## config.mk

```make
export PLATFORM = sky130hd
export DESIGN_NAME = urb_top
export DESIGN_NICKNAME = d
export VERILOG_FILES = /design/src/rtl/urb_pkg.sv /design/src/rtl/urb_rx_hold.sv /design/src/rtl/urb_tx_hold.sv /design/src/rtl/urb_irq_rank.sv /design/src/rtl/urb_top.sv
export SDC_FILE = /design/constraint.sdc
export NUM_CORES = 1
export LEC_CHECK = 0
export ABC_AREA = 1
export CAP_MARGIN = 25
export CORE_ASPECT_RATIO = 0.9
export CORE_UTILIZATION = 39
export CTS_CLUSTER_DIAMETER = 80
export DETAILED_ROUTE_END_ITERATION = 16
export PLACE_DENSITY_LB_ADDON = 0.15
export SYNTH_ARGS = -nofsm -noshare
export SYNTH_HDL_FRONTEND = slang
export SYNTH_SLANG_ARGS = --single-unit
```

## constraint.sdc

```tcl
create_clock -name clk -period 1.5 [get_ports clk]
set_input_delay 0.375 -clock clk [delete_from_list [all_inputs] [get_ports clk]]
set_output_delay 0.375 -clock clk [all_outputs]
set_load 0.02 [all_outputs]
```

## src/rtl/urb_pkg.sv

```systemverilog
package urb_pkg;

    localparam int BYTE_W    = 8;
    localparam int IEN_W     = 4;
    localparam int MST_W     = 8;
    localparam int MST_EVT_W = 4;

    localparam int IDX_DATA = 0;
    localparam int IDX_IEN  = 1;
    localparam int IDX_IID  = 2;
    localparam int IDX_LST  = 5;
    localparam int IDX_MST  = 6;

    // Flags delivered alongside an arriving byte
    typedef struct packed {
        logic brk;
        logic ferr;
        logic perr;
    } rx_line_t;

    // Sticky receive errors, line status bits 4:1
    typedef struct packed {
        logic bi;
        logic fe;
        logic pe;
        logic oe;
    } rx_err_t;

    // Interrupt enable, bits 3:0
    typedef struct packed {
        logic msi;
        logic rlsi;
        logic thri;
        logic rbri;
    } ien_t;

    // Line status byte
    typedef struct packed {
        logic    rsvd;
        logic    temt;
        logic    thre;
        rx_err_t err;
        logic    dr;
    } lst_t;

    typedef enum logic [2:0] {
        IID_NONE = 3'b001,
        IID_LINE = 3'b110,
        IID_RXD  = 3'b100,
        IID_TXE  = 3'b010,
        IID_MDM  = 3'b000
    } iid_e;

    function automatic logic err_any(input rx_err_t e);
        return e.oe | e.pe | e.fe | e.bi;
    endfunction

    function automatic rx_err_t err_merge(input rx_err_t base, input logic ovr,
                                          input logic take, input rx_line_t ln);
        rx_err_t r;
        r.oe = base.oe | ovr;
        r.pe = base.pe | (take & ln.perr);
        r.fe = base.fe | (take & ln.ferr);
        r.bi = base.bi | (take & ln.brk);
        return r;
    endfunction

endpackage

```

## src/rtl/urb_rx_hold.sv

```systemverilog
module urb_rx_hold
    import urb_pkg::*;
(
    input  logic              clk,
    input  logic              rst,
    input  logic              in_valid,
    input  logic [BYTE_W-1:0] in_byte,
    input  rx_line_t          in_line,
    input  logic              data_rd,
    input  logic              lst_rd,
    output logic [BYTE_W-1:0] held_byte,
    output logic              ready_flag,
    output rx_err_t           err_q
);

    logic    take;
    logic    ovr;
    logic    dr_n;
    rx_err_t err_base;
    rx_err_t err_n;

    // A read in the same cycle frees the slot for the arriving byte
    assign take = in_valid & (~ready_flag | data_rd);
    assign ovr  = in_valid & ready_flag & ~data_rd;

    always_comb begin
        if (take)
            dr_n = 1'b1;
        else if (data_rd)
            dr_n = 1'b0;
        else
            dr_n = ready_flag;
    end

    always_comb begin
        err_base = lst_rd ? '0 : err_q;
        err_n    = err_merge(err_base, ovr, take, in_line);
    end

    always_ff @(posedge clk) begin
        if (rst) begin
            held_byte  <= '0;
            ready_flag <= 1'b0;
            err_q      <= '0;
        end else begin
            if (take)
                held_byte <= in_byte;
            ready_flag <= dr_n;
            err_q      <= err_n;
        end
    end

    AST_RX_TAKE: assert property (@(posedge clk) disable iff (rst)
        (in_valid && !ready_flag) |=> (ready_flag && held_byte == $past(in_byte)));

    AST_RX_CLEAR: assert property (@(posedge clk) disable iff (rst)
        (data_rd && !in_valid) |=> !ready_flag);

    AST_RX_OVERRUN: assert property (@(posedge clk) disable iff (rst)
        (in_valid && ready_flag && !data_rd) |=> ($stable(held_byte) && err_q.oe));

    AST_ERR_SURVIVES: assert property (@(posedge clk) disable iff (rst)
        (lst_rd && in_valid && !ready_flag && in_line.ferr) |=> err_q.fe);

endmodule

```

## src/rtl/urb_tx_hold.sv

```systemverilog
module urb_tx_hold
    import urb_pkg::*;
(
    input  logic              clk,
    input  logic              rst,
    input  logic              wr_stb,
    input  logic [BYTE_W-1:0] wr_byte,
    input  logic              out_ready,
    output logic              out_valid,
    output logic [BYTE_W-1:0] out_byte
);

    logic              busy;
    logic              load;
    logic [BYTE_W-1:0] byte_q;

    // Loading is only possible from the empty state; a busy write is dropped
    assign load = wr_stb & ~busy;

    always_ff @(posedge clk) begin
        if (rst) begin
            busy   <= 1'b0;
            byte_q <= '0;
        end else begin
            if (load) begin
                busy   <= 1'b1;
                byte_q <= wr_byte;
            end else if (busy && out_ready) begin
                busy <= 1'b0;
            end
        end
    end

    assign out_valid = busy;
    assign out_byte  = byte_q;

    AST_TX_HOLD: assert property (@(posedge clk) disable iff (rst)
        (out_valid && !out_ready) |=> (out_valid && $stable(out_byte)));

    AST_TX_LOAD: assert property (@(posedge clk) disable iff (rst)
        (wr_stb && !out_valid) |=> (out_valid && out_byte == $past(wr_byte)));

endmodule

```

## src/rtl/urb_irq_rank.sv

```systemverilog
module urb_irq_rank
    import urb_pkg::*;
(
    input  lst_t                 lst,
    input  ien_t                 ien,
    input  logic [MST_EVT_W-1:0] mst_evt,
    output iid_e                 iid,
    output logic                 irq
);

    logic [3:0] cond;

    assign cond[3] = err_any(lst.err) & ien.rlsi;
    assign cond[2] = lst.dr & ien.rbri;
    assign cond[1] = lst.thre & ien.thri;
    assign cond[0] = (|mst_evt) & ien.msi;

    assign irq = |cond;

    always_comb begin
        if (cond[3])
            iid = IID_LINE;
        else if (cond[2])
            iid = IID_RXD;
        else if (cond[1])
            iid = IID_TXE;
        else if (cond[0])
            iid = IID_MDM;
        else
            iid = IID_NONE;
    end

    always_comb begin
        AST_IRQ_LEVEL: assert (irq == (iid != IID_NONE));
    end

endmodule

```

## src/rtl/urb_top.sv

```systemverilog
module urb_top
    import urb_pkg::*;
#(
    parameter int ADDR_W = 5,
    parameter int DATA_W = 32
) (
    input  logic              clk,
    input  logic              rst,
    input  logic              bus_sel,
    input  logic              bus_we,
    input  logic [ADDR_W-1:0] bus_addr,
    input  logic [DATA_W-1:0] bus_wdata,
    output logic [DATA_W-1:0] bus_rdata,
    input  logic              rx_valid,
    input  logic [BYTE_W-1:0] rx_data,
    input  logic              rx_perr,
    input  logic              rx_ferr,
    input  logic              rx_brk,
    output logic              rx_ready,
    output logic              tx_valid,
    output logic [BYTE_W-1:0] tx_data,
    input  logic              tx_ready,
    output logic              irq
);

    localparam int IDX_W = ADDR_W - 2;

    logic [IDX_W-1:0]  idx;
    logic              rd_stb;
    logic              wr_stb;
    logic              data_rd;
    logic              data_wr;
    logic              lst_rd;
    ien_t              ien_q;
    logic [MST_W-1:0]  mst_q;
    logic [BYTE_W-1:0] rx_held;
    logic              dr;
    rx_err_t           rx_err;
    lst_t              lst;
    iid_e              iid;
    rx_line_t          rx_line;

    logic unused_bits;
    assign unused_bits = ^{bus_addr[1:0], bus_wdata[DATA_W-1:BYTE_W]};

    assign idx     = bus_addr[ADDR_W-1:2];
    assign rd_stb  = bus_sel & ~bus_we;
    assign wr_stb  = bus_sel & bus_we;
    assign data_rd = rd_stb & (idx == IDX_W'(IDX_DATA));
    assign data_wr = wr_stb & (idx == IDX_W'(IDX_DATA));
    assign lst_rd  = rd_stb & (idx == IDX_W'(IDX_LST));
    assign rx_line = '{brk: rx_brk, ferr: rx_ferr, perr: rx_perr};

    urb_rx_hold u_rx (
        .clk       (clk),
        .rst       (rst),
        .in_valid  (rx_valid),
        .in_byte   (rx_data),
        .in_line   (rx_line),
        .data_rd   (data_rd),
        .lst_rd    (lst_rd),
        .held_byte (rx_held),
        .ready_flag(dr),
        .err_q     (rx_err)
    );

    urb_tx_hold u_tx (
        .clk      (clk),
        .rst      (rst),
        .wr_stb   (data_wr),
        .wr_byte  (bus_wdata[BYTE_W-1:0]),
        .out_ready(tx_ready),
        .out_valid(tx_valid),
        .out_byte (tx_data)
    );

    // No serializer here, so the shifter is empty whenever the holding slot is
    always_comb begin
        lst.rsvd = 1'b0;
        lst.temt = ~tx_valid;
        lst.thre = ~tx_valid;
        lst.err  = rx_err;
        lst.dr   = dr;
    end

    assign rx_ready = ~dr;

    urb_irq_rank u_rank (
        .lst    (lst),
        .ien    (ien_q),
        .mst_evt(mst_q[MST_EVT_W-1:0]),
        .iid    (iid),
        .irq    (irq)
    );

    always_ff @(posedge clk) begin
        if (rst) begin
            ien_q <= '0;
            mst_q <= '0;
        end else if (wr_stb) begin
            if (idx == IDX_W'(IDX_IEN))
                ien_q <= bus_wdata[IEN_W-1:0];
            if (idx == IDX_W'(IDX_MST))
                mst_q <= bus_wdata[MST_W-1:0];
        end
    end

    always_comb begin
        bus_rdata = '0;
        if (rd_stb) begin
            case (idx)
                IDX_W'(IDX_DATA): bus_rdata[BYTE_W-1:0] = rx_held;
                IDX_W'(IDX_IEN):  bus_rdata[IEN_W-1:0]  = ien_q;
                IDX_W'(IDX_IID):  bus_rdata[2:0]        = iid;
                IDX_W'(IDX_LST):  bus_rdata[BYTE_W-1:0] = lst;
                IDX_W'(IDX_MST):  bus_rdata[MST_W-1:0]  = mst_q;
                default:          bus_rdata             = '0;
            endcase
        end
    end

    AST_LINE_FIRST: assert property (@(posedge clk) disable iff (rst)
        (err_any(rx_err) && ien_q.rlsi) |-> (iid == IID_LINE));

    AST_READY_FLOW: assert property (@(posedge clk) disable iff (rst)
        (rx_valid && !rx_ready && !data_rd) |=> $stable(rx_held));

    AST_NO_SEL_WRITE: assert property (@(posedge clk) disable iff (rst)
        !bus_sel |=> ($stable(ien_q) && $stable(mst_q)));

endmodule

```

-- Word-level counts from Yosys, hierarchy flattened
Index checks and enable logic that the tools add are counted.
W data, S select, Z words.
- register bits: 34
- input bits: 54
- output and inout port bits: 43
- word-level logic and storage cells: 66
- mux-type cells: 13
- reduce and logical (&&, ||, !) cells: 8
- bitwise logic cells: 28
- equal/unequal tests: 4
- operator list (cell ; count):
    $and A1 B1 Y1 ; 16
    $pmux W3 S5 ; 1
    $pmux W4 S3 ; 1
    $mux W3 ; 3
    $mux W8 ; 1
    $or A1 B1 Y1 ; 8
    $reduce_or A4 Y1 ; 2
    $eq A3 B3 Y1 const B ; 2
    $mux W1 ; 5
    $mux W4 ; 1
    $not A1 Y1 ; 4
    $pmux W1 S4 ; 1
    $reduce_and A2 Y1 ; 2
    $reduce_bool A2 Y1 ; 2
    $eq A3 B1 Y1 const B ; 1
    $eq A3 B2 Y1 const B ; 1
    $logic_not A3 Y1 ; 1
    $logic_and A1 B1 Y1 ; 1

-- Depth between registers and ports, before layout
- word-level depth: 8
- mapped depth: 7
- depth with buffers taken out: 7

-- By module
From an unflattened synthesis, not the netlist that was laid out.
- cells, all modules: 309
- area total of the unflattened synthesis: 2021.9 um2
- modules (own cells, without submodules) (module ; area an instance (um2) ; seq. area each (um2) ; instances ; cells each):
    urb_top ; 980.9 ; 240.2 ; 1 ; 157
    urb_rx_hold ; 568.0 ; 260.2 ; 1 ; 75
    urb_tx_hold ; 390.4 ; 180.2 ; 1 ; 58
    urb_irq_rank ; 82.6 ; 0.0 ; 1 ; 19

-- Least setup slack after synthesis
No wires, ideal clock.
- path type: input to output
- start point: in bus_addr[3]
- end point: out bus_rdata[0]
- path buffers: 0
- arrival time: 1.303 ns
- slack: -0.178 ns
- stages on the path: 7
- data required time: 1.125 ns
- cells stage by stage: inv_1 -> nand2_2 -> nor2_2 -> nand2_1 -> nand2_1 -> nor2_1 -> a21oi_1
- word-level cells in the longest chain between the ends: 3
- elaborated cells between the ends (all ways): 7
- those cells by class: eq/ne: 4; mux: 2; reduce/logical: 1
- RTL lines (item ; line ; text):
    from (decl) ; urb_top.sv:11 ; input logic [ADDR_W-1:0] bus_addr,
    $eq A3 B3 Y1, or another cell as far along ; urb_top.sv:111 ; case (idx)
    $pmux W3 S5 (*) ; urb_top.sv:111 ;
    $mux W8 (*) ; urb_top.sv:110 ; if (rd_stb) begin
    to (decl) ; urb_top.sv:13 ; output logic [DATA_W-1:0] bus_rdata,
Mark *: on every way between the ends. The rest lies on a longest branch, timed or not.

-- Final worst setup path
- start point: reg u_rx.err_q[3] (netlist name)
- end point: out bus_rdata[0]
- word-level cells in the longest chain between the ends: 5
- RTL lines (item ; line ; text):
    from (decl) ; urb_rx_hold.sv:13 ; output rx_err_t err_q
    from (signal assigned) ; urb_rx_hold.sv:49 ; err_q <= err_n;
    $or A1 B1 Y1 ; urb_pkg.sv:55 ; return e.oe | e.pe | e.fe | e.bi;
    $and A1 B1 Y1 ; urb_irq_rank.sv:13 ; assign cond[3] = err_any(lst.err) & ien.rlsi;
    $mux W3 ; urb_irq_rank.sv:21 ; if (cond[3])
    $pmux W3 S5 ; urb_top.sv:111 ;
    $mux W8 ; urb_top.sv:110 ;
No other way between the ends.

==> metrics.md <==
| Metric | Value |
|---|---|
| Final Skew | `0.009457 ns` |
| Fmax | `565.8 MHz` |
| Area growth syn-to-layout | `59.75%` |
| # DRC | `0` |
| Number of failing hold endpoints at the final stage | `0` |
| Cell repeated most along the worst path | `nand2_2` |
| CP required | `1.12 ns` |
| Slowest stage delay, CP | `roughly 0.33 ns` |
| Number of flops mapped to enable cells by yosys | `0` |
| Std cell rows | `23` |
| Fin crit share | `117.8%` |
| Pint | `1662 uW` |
| Die height | `66.95 um` |
| Critical-path top delay cell | `dfxtp_2` |
| H-tree depth | `2` |
| Pwr/cell area | `777.0 nW/um2` |
| Crit start category | `flop` |
| Placed instance area | `2570 um2` |
| Final core occ | `65.05%` |
| Switching pwr | `607.0 uW` |
| Leakage | `0.001377 uW` |
| Vias in the first global route | `roughly 1700` |
| Final WS setup | `-0.2674 ns` |
| Core area | `4489 um2` |
| Worst Path Arrival | `approximately 1.4 ns` |
| Cells after DPL | `403` |
| Setup-failing EPs final | `9` |
| Flop pwr share | `42.6%` |
| Grt ovf | `0` |
| Clock share of power | `36.1%` |
| Port Buf Inserts | `46` |
| CTS clk-pin slew, worst paths | `0.08 ns` |
| Unrepaired setup endpoints after global routing | `yes` |
| Clock buffer depth | `2` |
| Failing checks | `setup timing` |
| Post-synthesis sequential area ratio | `37.23%` |
| Tot GR Track Use | `19.67%` |
| Crit Path Category | `flop to output pin` |
| Syn Area/Cell | `between 6 and 7 um2` |
| ANT cells | `0` |
| Synth top area share | `37.23%` |
| VDD IR max | `0.0006798 V` |
| # nets final | `416` |
| Mapped Area | `1828 um2` |
| Worst setup EP type | `output pin` |
| Final Non-Filler Cells | `approximately 430` |
| Die width | `74.17 um` |
| Pin count of the biggest net entering global routing | `22` |
| Net Sw Frac | `26.75%` |
| Fillers | `405` |
| Final HPWL DP | `about 3.5 mm` |
| Synth area leader | `dfxtp_1` |
| Share of cells above drive strength 1 | `approximately 33%` |
| I/O pin total | `97` |
| Gate power share | `21.3%` |
| Non-Filler Cell Area, Final | `between 2000 and 3000 um2` |
| Most instantiated cells after synthesis | `nand2_1, nor2_1, dfxtp_1, buf_4, a21oi_1` |
| Starting Density | `40.72%` |
| Post-route ant nets | `0` |
| Syn Inst Count | `around 270` |
| Top post-synthesis cells by area | `dfxtp_1, nand2_1, buf_4` |
| Register bit total from synthesis | `34` |
| Cell variety after synth | `23` |
| Synthesis Warnings | `0` |
| Drt pass-1 iters | `5` |
| Max_cap viols | `0` |
| Min-Delay Path Depth | `2` |
| Hold WC Path Type | `flop to flop` |
| TritonCTS clock tree | `built` |
| Global-route wire length before repair | `between 7 and 8 mm` |
| Crit-path cells | `nor2_2 -> nand2_2 -> nand2_2 -> nand2_2 -> inv_2 -> nand3_2 -> a21oi_2 -> buf_4` |
| Clock sinks | `34` |
| Hold Buf Count CTS | `0` |
| Asr flop ratio synth | `0%` |
| R2r worst-path depth | `5` |
| Die area | `4965 um2` |
| CTS Buf Count | `5` |
| Antenna violations before repair | `0` |
| CP max FO | `2` |
| Vias | `1931` |
| Gpl congestion | `approximately 0.86` |
| Routed wire length | `4.774 mm` |
| Synth Flop Type | `dfxtp_1` |
| Via density | `4.544` |
| Iter 0 DRT Violations | `between 90 and 100` |
| Setup TNS | `-1.596 ns` |
| Worst skew pair latency | `~0.28 ns` |
| Final Slew Violations | `0` |
| Count leader, synth | `nand2_1` |
| Final Power | `~2300 uW` |
| Minimum clock period | `1.767 ns` |
| Status | `finished, violations left` |
| Wirelength per Cell | `about 11 um` |
| Root Buffer | `clkbuf_8` |
==> metrics by stage <==
| stage | setup slack [ns] | hold slack (ns) |
|---|---|---|
| final | -0.2674 | 0.4934 |
| after global routing | -0.3351 | 0.5185 |
| after CTS | -0.2398 | 0.4863 |
| after detailed placement | -1.058 | 0.4686 |
| after global placement | -1.064 | 0.4722 |
| after floorplan | 0.002594 | 0.4444 |
==> flip-flops by register name (all words and copies together) (netlist names) <==
name / count
ien_q: 4
mst_q: 8
u_rx.err_q: 4
u_rx.held_byte: 8
u_rx.ready_flag: 1
u_tx.out_byte: 8
u_tx.out_valid: 1
==> what timing repair did <==
action / in CTS / in global routing
setup buffers: 7 / 5
endpoints found under the setup margin: 50 / 17
gates cloned: 1 / 1
gates resized for setup: 93 / 37
endpoints found under the hold margin: 0 / 0
pin swaps: 20 / 26
==> cells in the final DEF, fill, tap and decap left out, types with 9 or more instances in the layout <==
master,n
a21oi_1,19
buf_4,42
buf_6,10
clkdlybuf4s50_1,22
conb_1,24
dfxtp_1,24
dfxtp_2,10
dlygate4sd2_1,10
inv_1,9
nand2_1,55
nor2_1,46
o21ai_0,17
==> kinds of logic after synthesis <==
logic type / Yosys count / share of synthesized area [%]
AO/OA/AOI/OAI: 45 / 12.73
flip-flops: 34 / 37.23
AND/OR/NAND/NOR: 140 / 34.16
buffers and inverters: 49 / 15.67
other: 1 / 0.2051
==> power by group through the flow <==
stage	clock [uW]	combinational [uW]	sequential, uW
6_report	818	483	967
5_1_grt	863	529	971
4_1_cts	826	446	962
3_5_place_dp	0	419	982
3_3_place_gp	0	416	982
2_1_floorplan	0	262	986
==> cell type report <==
class	instances	area, um2	area share [%]
clock buffers	5	68.82	2.356
clock inverters	3	40.04	1.371
inverters	18	85.08	2.913
multi-input cells	210	1075	36.80
flip-flops and latches	34	693.2	23.74
well taps	62	77.57	2.656
repair buffers	93	880.8	30.16
==> routing by layer <==
metal / global-route usage [%] / wire length, um
met1: 26.35 / 2303
met2: 30.34 / 2192
met3: 4.236 / 212
met4: 7.933 / 65
met5: 0 / 0
==> worst max-delay path: cells and delay by family, from the launching register on <==
kind / cells / cell delay [ns]
flops: 1 / 0.33
compound gates: 1 / 0.14
buf+inv: 2 / 0.21
simple gates: 5 / 0.43
==> worst paths after layout <==
kind                                   startpoint                 to  slack [ns]
worst max-delay path                u_rx.err_q[3]       bus_rdata[0]       -0.27
worst min-delay path            u_rx.held_byte[4]  u_rx.held_byte[4]        0.49
worst max register to register     u_tx.out_valid   u_tx.out_byte[5]        0.37
worst min register to register  u_rx.held_byte[4]  u_rx.held_byte[4]        0.49
No activity file was read; power rests on OpenSTA's default activity.
